$ cat config.mk
export PLATFORM = sky130hd
export DESIGN_NAME = sigpow_monitor
export DESIGN_NICKNAME = d
export VERILOG_FILES = /design/src/rtl/sigpow_pkg.sv /design/src/rtl/sigpow_window_timer.sv /design/src/rtl/sigpow_power_accum.sv /design/src/rtl/sigpow_peak_track.sv /design/src/rtl/sigpow_result_stage.sv /design/src/rtl/sigpow_monitor.sv
export SDC_FILE = /design/constraint.sdc
export NUM_CORES = 1
export LEC_CHECK = 0
export CAP_MARGIN = 15
export CORE_AREA = 2 2 160 162
export DETAILED_ROUTE_END_ITERATION = 12
export DIE_AREA = 0 0 162 164
export GPL_ROUTABILITY_DRIVEN = 0
export GPL_TIMING_DRIVEN = 1
export PLACE_DENSITY_LB_ADDON = 0.25
export SLEW_MARGIN = 15
export SYNTH_ARGS = -nofsm -noshare
export SYNTH_HDL_FRONTEND = slang
export SYNTH_SLANG_ARGS = --single-unit
export TNS_END_PERCENT = 10
$ cat constraint.sdc
create_clock -name clk -period 3.1 [get_ports clk]
set_input_delay 0.775 -clock clk [delete_from_list [all_inputs] [get_ports clk]]
set_output_delay 0.775 -clock clk [all_outputs]
set_load 0.1 [all_outputs]
$ cat src/rtl/sigpow_pkg.sv
package sigpow_pkg;

  typedef enum logic {
    MODE_PEAK  = 1'b0,
    MODE_POWER = 1'b1
  } sigpow_mode_e;

  // floor(log2(v)) for v >= 1; 0 for v == 0
  function automatic int floor_log2(input logic [31:0] v);
    int pos;
    pos = 0;
    for (int b = 0; b < 32; b++) begin
      if (v[b]) pos = b;
    end
    return pos;
  endfunction

endpackage

$ cat src/rtl/sigpow_window_timer.sv
module sigpow_window_timer #(
  parameter int PERIOD_W   = 24,
  parameter int MIN_PERIOD = 128,
  parameter int SHIFT_W    = $clog2(PERIOD_W)
) (
  input  logic                clk,
  input  logic                rst_n,
  input  logic                restart_i,
  input  logic [PERIOD_W-1:0] period_i,
  output logic                win_seed_o,
  output logic                win_end_o,
  output logic [SHIFT_W-1:0]  shift_o
);
  import sigpow_pkg::*;

  localparam logic [PERIOD_W-1:0] FLOOR_LEN = PERIOD_W'(MIN_PERIOD);
  localparam logic [PERIOD_W-1:0] ONE       = PERIOD_W'(1);

  logic [PERIOD_W-1:0] cnt_q, cnt_d;
  logic [SHIFT_W-1:0]  shift_q, shift_d;
  logic [PERIOD_W-1:0] eff_len;
  logic                idle, last, load;

  // window length after the floor clamp
  always_comb begin
    if (period_i < FLOOR_LEN) eff_len = FLOOR_LEN;
    else                      eff_len = period_i;
  end

  assign idle = (cnt_q == '0);
  assign last = (cnt_q == ONE);
  assign load = restart_i | idle | last;

  always_comb begin
    cnt_d   = cnt_q;
    shift_d = shift_q;
    if (load) begin
      cnt_d   = eff_len;
      shift_d = SHIFT_W'(floor_log2(32'(eff_len)));
    end else begin
      cnt_d   = cnt_q - ONE;
    end
  end

  always_ff @(posedge clk or negedge rst_n) begin
    if (!rst_n) begin
      cnt_q   <= '0;
      shift_q <= '0;
    end else begin
      cnt_q   <= cnt_d;
      shift_q <= shift_d;
    end
  end

  assign win_seed_o = load;
  assign win_end_o  = last & ~restart_i;
  assign shift_o    = shift_q;

endmodule

$ cat src/rtl/sigpow_power_accum.sv
module sigpow_power_accum #(
  parameter int SAMPLE_W = 11,
  parameter int PERIOD_W = 24,
  parameter int ACC_W    = 2 * SAMPLE_W + PERIOD_W
) (
  input  logic                       clk,
  input  logic                       rst_n,
  input  logic signed [SAMPLE_W-1:0] sample_i,
  input  logic                       seed_i,
  output logic [ACC_W-1:0]           acc_o
);
  localparam int SQ_W = 2 * SAMPLE_W;

  logic signed [SQ_W-1:0] sq_s;
  logic [ACC_W-1:0]       sq_ext;
  logic [ACC_W-1:0]       acc_q, acc_d;

  always_comb begin
    sq_s   = SQ_W'(sample_i) * SQ_W'(sample_i);
    sq_ext = ACC_W'(unsigned'(sq_s));
  end

  always_comb begin
    if (seed_i) acc_d = sq_ext;
    else        acc_d = acc_q + sq_ext;
  end

  always_ff @(posedge clk or negedge rst_n) begin
    if (!rst_n) acc_q <= '0;
    else        acc_q <= acc_d;
  end

  assign acc_o = acc_q;

endmodule

$ cat src/rtl/sigpow_peak_track.sv
module sigpow_peak_track #(
  parameter int SAMPLE_W = 11
) (
  input  logic                       clk,
  input  logic                       rst_n,
  input  logic signed [SAMPLE_W-1:0] sample_i,
  input  logic                       seed_i,
  output logic [SAMPLE_W-1:0]        peak_o
);
  logic signed [SAMPLE_W:0] ext_s, neg_s;
  logic [SAMPLE_W-1:0]      mag;
  logic [SAMPLE_W-1:0]      peak_q, peak_d;

  // magnitude; the most negative code maps to 2^(SAMPLE_W-1)
  always_comb begin
    ext_s = {sample_i[SAMPLE_W-1], sample_i};
    neg_s = -ext_s;
    if (ext_s[SAMPLE_W]) mag = neg_s[SAMPLE_W-1:0];
    else                 mag = ext_s[SAMPLE_W-1:0];
  end

  always_comb begin
    if (seed_i)           peak_d = mag;
    else if (mag > peak_q) peak_d = mag;
    else                  peak_d = peak_q;
  end

  always_ff @(posedge clk or negedge rst_n) begin
    if (!rst_n) peak_q <= '0;
    else        peak_q <= peak_d;
  end

  assign peak_o = peak_q;

endmodule

$ cat src/rtl/sigpow_result_stage.sv
module sigpow_result_stage #(
  parameter int SAMPLE_W = 11,
  parameter int ACC_W    = 46,
  parameter int RESULT_W = 20,
  parameter int SHIFT_W  = 5
) (
  input  logic                clk,
  input  logic                rst_n,
  input  logic                win_end_i,
  input  logic                mode_i,
  input  logic [ACC_W-1:0]    acc_i,
  input  logic [SAMPLE_W-1:0] peak_i,
  input  logic [SHIFT_W-1:0]  shift_i,
  output logic [RESULT_W-1:0] result_o,
  output logic                valid_o
);
  import sigpow_pkg::*;

  logic [ACC_W-1:0]    mean;
  logic                over;
  logic [RESULT_W-1:0] power_val, peak_val, pick;
  logic [RESULT_W-1:0] result_q, result_d;
  logic                valid_q, valid_d;

  always_comb begin
    mean      = acc_i >> shift_i;
    over      = |mean[ACC_W-1:RESULT_W];
    power_val = over ? {RESULT_W{1'b1}} : mean[RESULT_W-1:0];
    peak_val  = RESULT_W'(peak_i);
    pick      = (sigpow_mode_e'(mode_i) == MODE_POWER) ? power_val : peak_val;
  end

  always_comb begin
    result_d = result_q;
    valid_d  = 1'b0;
    if (win_end_i) begin
      result_d = pick;
      valid_d  = 1'b1;
    end
  end

  always_ff @(posedge clk or negedge rst_n) begin
    if (!rst_n) begin
      result_q <= '0;
      valid_q  <= 1'b0;
    end else begin
      result_q <= result_d;
      valid_q  <= valid_d;
    end
  end

  assign result_o = result_q;
  assign valid_o  = valid_q;

endmodule

$ cat src/rtl/sigpow_monitor.sv
module sigpow_monitor #(
  parameter int SAMPLE_W   = 11,
  parameter int PERIOD_W   = 24,
  parameter int RESULT_W   = 20,
  parameter int MIN_PERIOD = 128
) (
  input  logic                clk,
  input  logic                rst_n,
  input  logic [SAMPLE_W-1:0] sample_i,
  input  logic [PERIOD_W-1:0] period_i,
  input  logic                mode_i,
  input  logic                restart_i,
  output logic [RESULT_W-1:0] result_o,
  output logic                result_valid_o
);
  localparam int ACC_W   = 2 * SAMPLE_W + PERIOD_W;
  localparam int SHIFT_W = $clog2(PERIOD_W);

  logic                       win_seed, win_end;
  logic [SHIFT_W-1:0]         shift;
  logic [ACC_W-1:0]           acc;
  logic [SAMPLE_W-1:0]        peak;
  logic signed [SAMPLE_W-1:0] sample_s;

  assign sample_s = signed'(sample_i);

  sigpow_window_timer #(
    .PERIOD_W  (PERIOD_W),
    .MIN_PERIOD(MIN_PERIOD),
    .SHIFT_W   (SHIFT_W)
  ) timer_i (
    .clk       (clk),
    .rst_n     (rst_n),
    .restart_i (restart_i),
    .period_i  (period_i),
    .win_seed_o(win_seed),
    .win_end_o (win_end),
    .shift_o   (shift)
  );

  sigpow_power_accum #(
    .SAMPLE_W(SAMPLE_W),
    .PERIOD_W(PERIOD_W),
    .ACC_W   (ACC_W)
  ) accum_i (
    .clk     (clk),
    .rst_n   (rst_n),
    .sample_i(sample_s),
    .seed_i  (win_seed),
    .acc_o   (acc)
  );

  sigpow_peak_track #(
    .SAMPLE_W(SAMPLE_W)
  ) peak_i (
    .clk     (clk),
    .rst_n   (rst_n),
    .sample_i(sample_s),
    .seed_i  (win_seed),
    .peak_o  (peak)
  );

  sigpow_result_stage #(
    .SAMPLE_W(SAMPLE_W),
    .ACC_W   (ACC_W),
    .RESULT_W(RESULT_W),
    .SHIFT_W (SHIFT_W)
  ) result_i (
    .clk      (clk),
    .rst_n    (rst_n),
    .win_end_i(win_end),
    .mode_i   (mode_i),
    .acc_i    (acc),
    .peak_i   (peak),
    .shift_i  (shift),
    .result_o (result_o),
    .valid_o  (result_valid_o)
  );

endmodule

==> results of run 1 <==
synthesized netlist by cell type, types with 8 or more instances:
| master | number |
|---|---|
| inv_1 | 185 |
| nand2_1 | 181 |
| o21ai_0 | 119 |
| nor2_1 | 116 |
| dfrtp_1 | 107 |
| fa_1 | 102 |
| ha_1 | 90 |
| a21oi_1 | 73 |
| clkbuf_1 | 55 |
| xnor2_1 | 53 |
| a31oi_1 | 42 |
| mux2i_1 | 42 |
| and2_1 | 29 |
| mux2_2 | 26 |
| mux4_2 | 26 |
| xor2_1 | 25 |
| a211oi_1 | 22 |
| nand3_1 | 22 |
| nor2b_1 | 22 |
| or3_1 | 20 |
| nor3_1 | 19 |
| a21o_1 | 16 |
| buf_2 | 15 |
| o21a_1 | 15 |
| and3_1 | 13 |
| nor4_1 | 12 |
| nand2b_1 | 10 |
| nand4_1 | 10 |
| o211ai_1 | 10 |
| o31ai_1 | 10 |
| buf_1 | 8 |
| or2_2 | 8 |
cell type report:
class,instances,area [um2],share of cell area (%)
clock buffer,11,243,1.40
clock inverter,5,67.6,0.390
inverter,189,736,4.25
multi-input combinational,1211,10600,61.3
sequential,107,2690,15.5
tap,330,413,2.38
timing repair buffer,317,2560,14.8
state kept, by name, indices dropped and copies added (netlist names):
name               flops
accum_i.acc_o         46
peak_i.peak_o         11
result_i.result_o     20
result_i.valid_o       1
timer_i.cnt_q         24
timer_i.shift_o        5
critical path: stages:
cell and delay (ns):
buf_8 0.10, buf_6 0.12, buf_4 0.15, and2_4 0.17, fa_1 0.50, fa_1 0.53, fa_1 0.44, fa_1 0.55
inv_1 0.05, fa_1 0.52, inv_1 0.06, ha_4 0.24, and3_1 0.18, o211ai_1 0.14, buf_4 0.18, nand3b_1 0.09
a21oi_2 0.19, xnor2_2 0.11, ha_1 0.36, o21a_1 0.14, o211ai_1 0.17, o21ai_4 0.24, a41oi_4 0.21, buf_4 0.19
or3_1 0.35, a21oi_1 0.17
stage by stage:
stage	area [um2]	cells	TNS, ns	util [%]	worst slack [ns]
finish	17300	2170	-129.25	69.8	-3.54
CTS	17000	2158	-129.21	68.6	-3.49
floorplan	13900	1591	-133.33	-	-3.56
detailed placement	16100	2125	-182.65	65.0	-4.52
global placement	16100	2125	-177.78	65.0	-4.36
global route	17300	2170	-143.02	69.8	-3.83
routing by layer:
layer,part of all wire [%],global-route usage (%),up-vias
met1,44,37.5,6120
li1,-,-,5940
met3,6.1,4.19,52
met4,1.5,5.71,0
met5,0,0,-
met2,49,46.6,364
cells by family after synthesis:
| group | count (synthesis) |
|---|---|
| muxes | 97 |
| buffers and inverters | 274 |
| xor gates and xnor gates | 78 |
| and+or+nand+nor | 479 |
| DFF | 107 |
| AOI/OAI and AO/OA | 364 |
| adders and majority gates | 192 |
final timing paths:
| check | from | to | cells past startpoint |
|---|---|---|---|
| max | sample_i[3] | accum_i.acc_o[32]$_DFF_PN0_ | 26 |
| min | rst_n | accum_i.acc_o[37]$_DFF_PN0_ | 1 |
| max reg2reg | timer_i.shift_o[1]$_DFFE_PN0N_ | result_i.result_o[19]$_DFFE_PN0P_ | 9 |
| min reg2reg | result_i.result_o[18]$_DFFE_PN0P_ | result_i.result_o[18]$_DFFE_PN0P_ | 1 |
| max in group asynchronous | rst_n | timer_i.shift_o[3]$_DFFE_PN0N_ | 2 |
| min in group clk | result_i.result_o[18]$_DFFE_PN0P_ | result_i.result_o[18]$_DFFE_PN0P_ | 1 |
layout by cell type, fill, tap and decap left out, drive strengths merged, types with 5 or more instances in the layout:
master,count
inv,187
xnor2,53
and2,29
nand4,10
mux4,26
nand3,22
clkinv,5
nor4,12
clkbuf,14
nand3b,5
o211ai,10
o21a,15
a22oi,5
o21ai,122
mux2,29
dfrtp,107
a31oi,42
nand2,181
mux2i,42
nand2b,10
xor2,25
ha,90
a21oi,73
o2111ai,6
nor3,19
and3,13
o31ai,10
nor2b,22
or3,20
buf,286
clkdlybuf4s50,26
a21o,16
a211oi,22
or2,9
fa,102
nor2,116
o21bai,5
repair_timing:
action                                  CTS  global route
endpoints found under the setup margin   54            73
setup buffers                            14            13
pin swaps                                72            40
endpoints found under the hold margin     0             0
gates cloned                              3             0
gates resized for setup                 139            64
==> reports/qor.yml, run 1 <==
outcome: "finished with violations"
violations: "setup timing"
ant_nets: 0
ys_ff_latch: 107
yosys.area_share.xor_xnor_pct: 5.08
core_um2: 24800
io_pins: 60
setup_viol: 53
avgSynthCellArea_um2: 8.45
area_growth_syn_to_layout_pct: 28.9
yosys_warnings: 0
die_h_um: 164
syn_inst: 1591
min_period_over_period_pct: 214
grt_pass1_vias: 12400
fmax_mhz: 151
cts_tree: "done"
nets: 2066
crit_fanout: 7
rsz0062_at_grt: "true"
clockBufferDepth: 2
drc: 0
clock_latency_ns: 0.37
yosys.area_share.simple_pct: 16.6
start_util_pct: 54.2
grt_max_degree: 56
slew_viol_final: 0
antenna_found_initial: 0
cts_made_buffers: 9
synth_nets: 1822
cap_violations: 0
finalHoldViolations: 0
synth_seq_area_share_pct: 19.9
reg2reg_slack_ns: 0.11
die-area_um2: 26600
clockRootBuffer: "clkbuf_16"
synth-compound-area-share_pct: 16.8
critPathRequiredTime_ns: 3.39
finalClockSkew_ns: 0.0182
start_kind: "input port"
clock-sinks: 107
ctsHoldBuffers: 0
vias_per_cell: 5.75
tightest_slew_ns: 0.871
synthDominantAreaCellType: "dfrtp_1"
endpoint_kind: "flip-flop"
synth_top_area_share_pct: 19.9
async_flop_share_pct: 100
drt-total-wl_um: 36000
whs_ns: 0.470
cp.arrival_ns: 6.93
hold_class: "input port to async pin"
yosys-top-cells-area: "dfrtp_1 20%, fa_1 15%, ha_1 8.4%, inv_1 5.2%, nand2_1 5.1%"
place_hpwl_um: 27300
cts_htree_levels: 3
die_w_um: 162
syn-cell-area_um2: 13400
synth_top_family_by_area: "adder cells"
via_count: 12500
routedWlPerCell_um: 16.6
worstSetupPathType: "input port to flip-flop"
port_buffers: 59
track_usage_pct: 27.4
relSlewSlack_pct: 42.0
synthAdderAreaFrac_pct: 23.6
synth.area.mux_share_pct: 9.97
ys.flop_type: "dfrtp_1"
setup_ws_ns: -3.54
rows: 58
post-route-min-period_ns: 6.64
fillers: 1939
drtPass1Iterations: 6
overflow: 0
antennaDiodeCount: 0
grt_pass1_wl_um: 59400
netlist-cell-type-count: 70
path_clk_slew_ns: 0.08
drive_gt1_share_pct: 29.1
drt_first_iter_violations: 831
synth-edff-count: 0
Power of run 1 is left out: the tool's default activity adds up to more than one toggle a clock period on the data nets, which glitch-free logic cannot reach.
==> inputs of run 2 (changes only) <==
- clock period: 3.1 -> 6.4 ns (I/O delays scaled with it)
==> reports/qor.yml, run 2 (synthesis results as in run 1) <==
port_buffers: 59  # unchanged
cp.depth: 29  # +12%
fmax_mhz: 133
antennaDiodeCount: 0  # unchanged
critPathRequiredTime_ns: 6.66  # +3.27 ns
start_kind: "input port"
largest_register_ffs: 46  # unchanged
outcome: "finished with violations"
endpoint_kind: "flip-flop"
rsz0062_at_grt: "true"
cap_violations: 0  # unchanged
post-place-ws_ns: -2.06  # +2.46 ns
grt_max_degree: 65  # +16%
post-route-min-period_ns: 7.49
slew_viol_final: 0  # unchanged
final_cell_mix: "190 x buf_4, 168 x nand2_1, 165 x inv_1"
routedWlPerCell_um: 16.3  # -1.7%
placed_cells: 2068  # -2.7%
via_count: 12200  # -2.1%
cts_tree: "done"
cts_htree_levels: 3  # unchanged
clock_latency_ns: 0.36  # about the same
die_h_um: 164  # unchanged
path_clk_slew_ns: 0.07  # about the same
hold_class: "flip-flop to flip-flop"
overflow: 0  # unchanged
violations: "setup timing"
finalHoldViolations: 0  # unchanged
grt_pass1_vias: 11900  # -3.9%
io_pins: 60  # unchanged
drc: 0  # unchanged
core_um2: 24800  # unchanged
start_util_pct: 54.2  # unchanged
nets: 2013  # -2.6%
final_common_cell: "buf_4"
place_hpwl_um: 26100  # -4.6%
grt_pass1_wl_um: 57300  # -3.6%
crit_fanout: 5  # -2
ant_nets: 0  # unchanged
clockRootBuffer: "clkbuf_16"
critPathBufInv: 8  # +1
vias_per_cell: 5.77  # +0.37%
fin_setup_tns_ns: -30.21  # +99.04 ns
final_cells: 2117  # -2.4%
cp.arrival_ns: 7.75  # +0.82 ns
setup_ws_ns: -1.09  # +2.44 ns
die_w_um: 162  # unchanged
rows: 58  # unchanged
whs_ns: 0.520  # +0.0495 ns
crit_family: "adder cells"
die-area_um2: 26600  # unchanged
min_period_over_period_pct: 117
worstSetupPathType: "input port to flip-flop"
clock-sinks: 107  # unchanged
hold_depth: 1
reg2regPathDepth: 10  # +1
antenna_found_initial: 0  # unchanged
finalClockSkew_ns: 0.0112  # -0.00699 ns
drive_gt1_share_pct: 24.9  # -4.2 points
drtPass1Iterations: 5  # -1
crit_top_cell: "fa_1"
setup_viol: 35  # -34%
tightest_slew_ns: 0.964  # +0.0930 ns
slowest_delay_ns: 0.54  # about the same
relSlewSlack_pct: 35.6  # -6.4 points
cts_made_buffers: 9  # unchanged
track_usage_pct: 26.5  # -0.98 points
drt-total-wl_um: 34500  # -4.1%
ctsHoldBuffers: 0  # unchanged
area_growth_syn_to_layout_pct: 25.1
clockBufferDepth: 2  # unchanged
drt_first_iter_violations: 920  # +11%
cpMaxStageDelayCell: "fa_1"
[run 2: cell count changes in the layout (fill, tap and decap cells not counted), sizes merged]
cell	previous run	this run
clkdlybuf4s50	26	47
clkbuf	14	15
bufinv	1	0
inv	187	188
clkinv	5	4
buf	286	212
[run 2: timing repair]
item | CTS | global route
resized for setup | 114 | 59
gates cloned | 3 | 0
pin swaps | 80 | 68
setup endpoints to repair | 39 | 36
setup buffers | 19 | 13
[run 2: final timing paths]
kind / start / to / slack, ns
worst max-delay path: sample_i[2] / accum_i.acc_o[42]$_DFF_PN0_ / -1.09
worst min-delay path: result_i.result_o[18]$_DFFE_PN0P_ / result_i.result_o[18]$_DFFE_PN0P_ / 0.52
worst max register to register: timer_i.shift_o[1]$_DFFE_PN0N_ / result_i.result_o[18]$_DFFE_PN0P_ / 2.67
worst min register to register: result_i.result_o[18]$_DFFE_PN0P_ / result_i.result_o[18]$_DFFE_PN0P_ / 0.52
max in group asynchronous: rst_n / accum_i.acc_o[17]$_DFF_PN0_ / 4.01
min in group asynchronous: rst_n / accum_i.acc_o[39]$_DFF_PN0_ / 1.31
[run 2: metrics by stage]
stage / cell area, um2 / util, %
CTS: 16500 / 66.3
finish: 16800 / 67.8
floorplan: 13900 / -
global route: 16800 / 67.8
global placement: 15800 / 63.5
detailed placement: 15800 / 63.5
[run 2: layer usage]
layer  part of all wire [%]  up-vias  track usage (%)
met3                    5.5       46             3.64
met2                     49      359             44.6
met4                    1.3        0             5.15
met1                     44     5965             36.9
met5                      0        -                0
li1                       -     5846                -
[run 2: cell type report]
class	instances	area [um2]
Sequential cell	107	2680
Inverter	189	729
Timing Repair Buffer	264	2230
Tap cell	330	413
Clock buffer	12	236
Clock inverter	4	36.3
Multi-Input combinational cell	1211	10500
Fill cell	2019	8000
Power of run 2 is left out for the same reason.
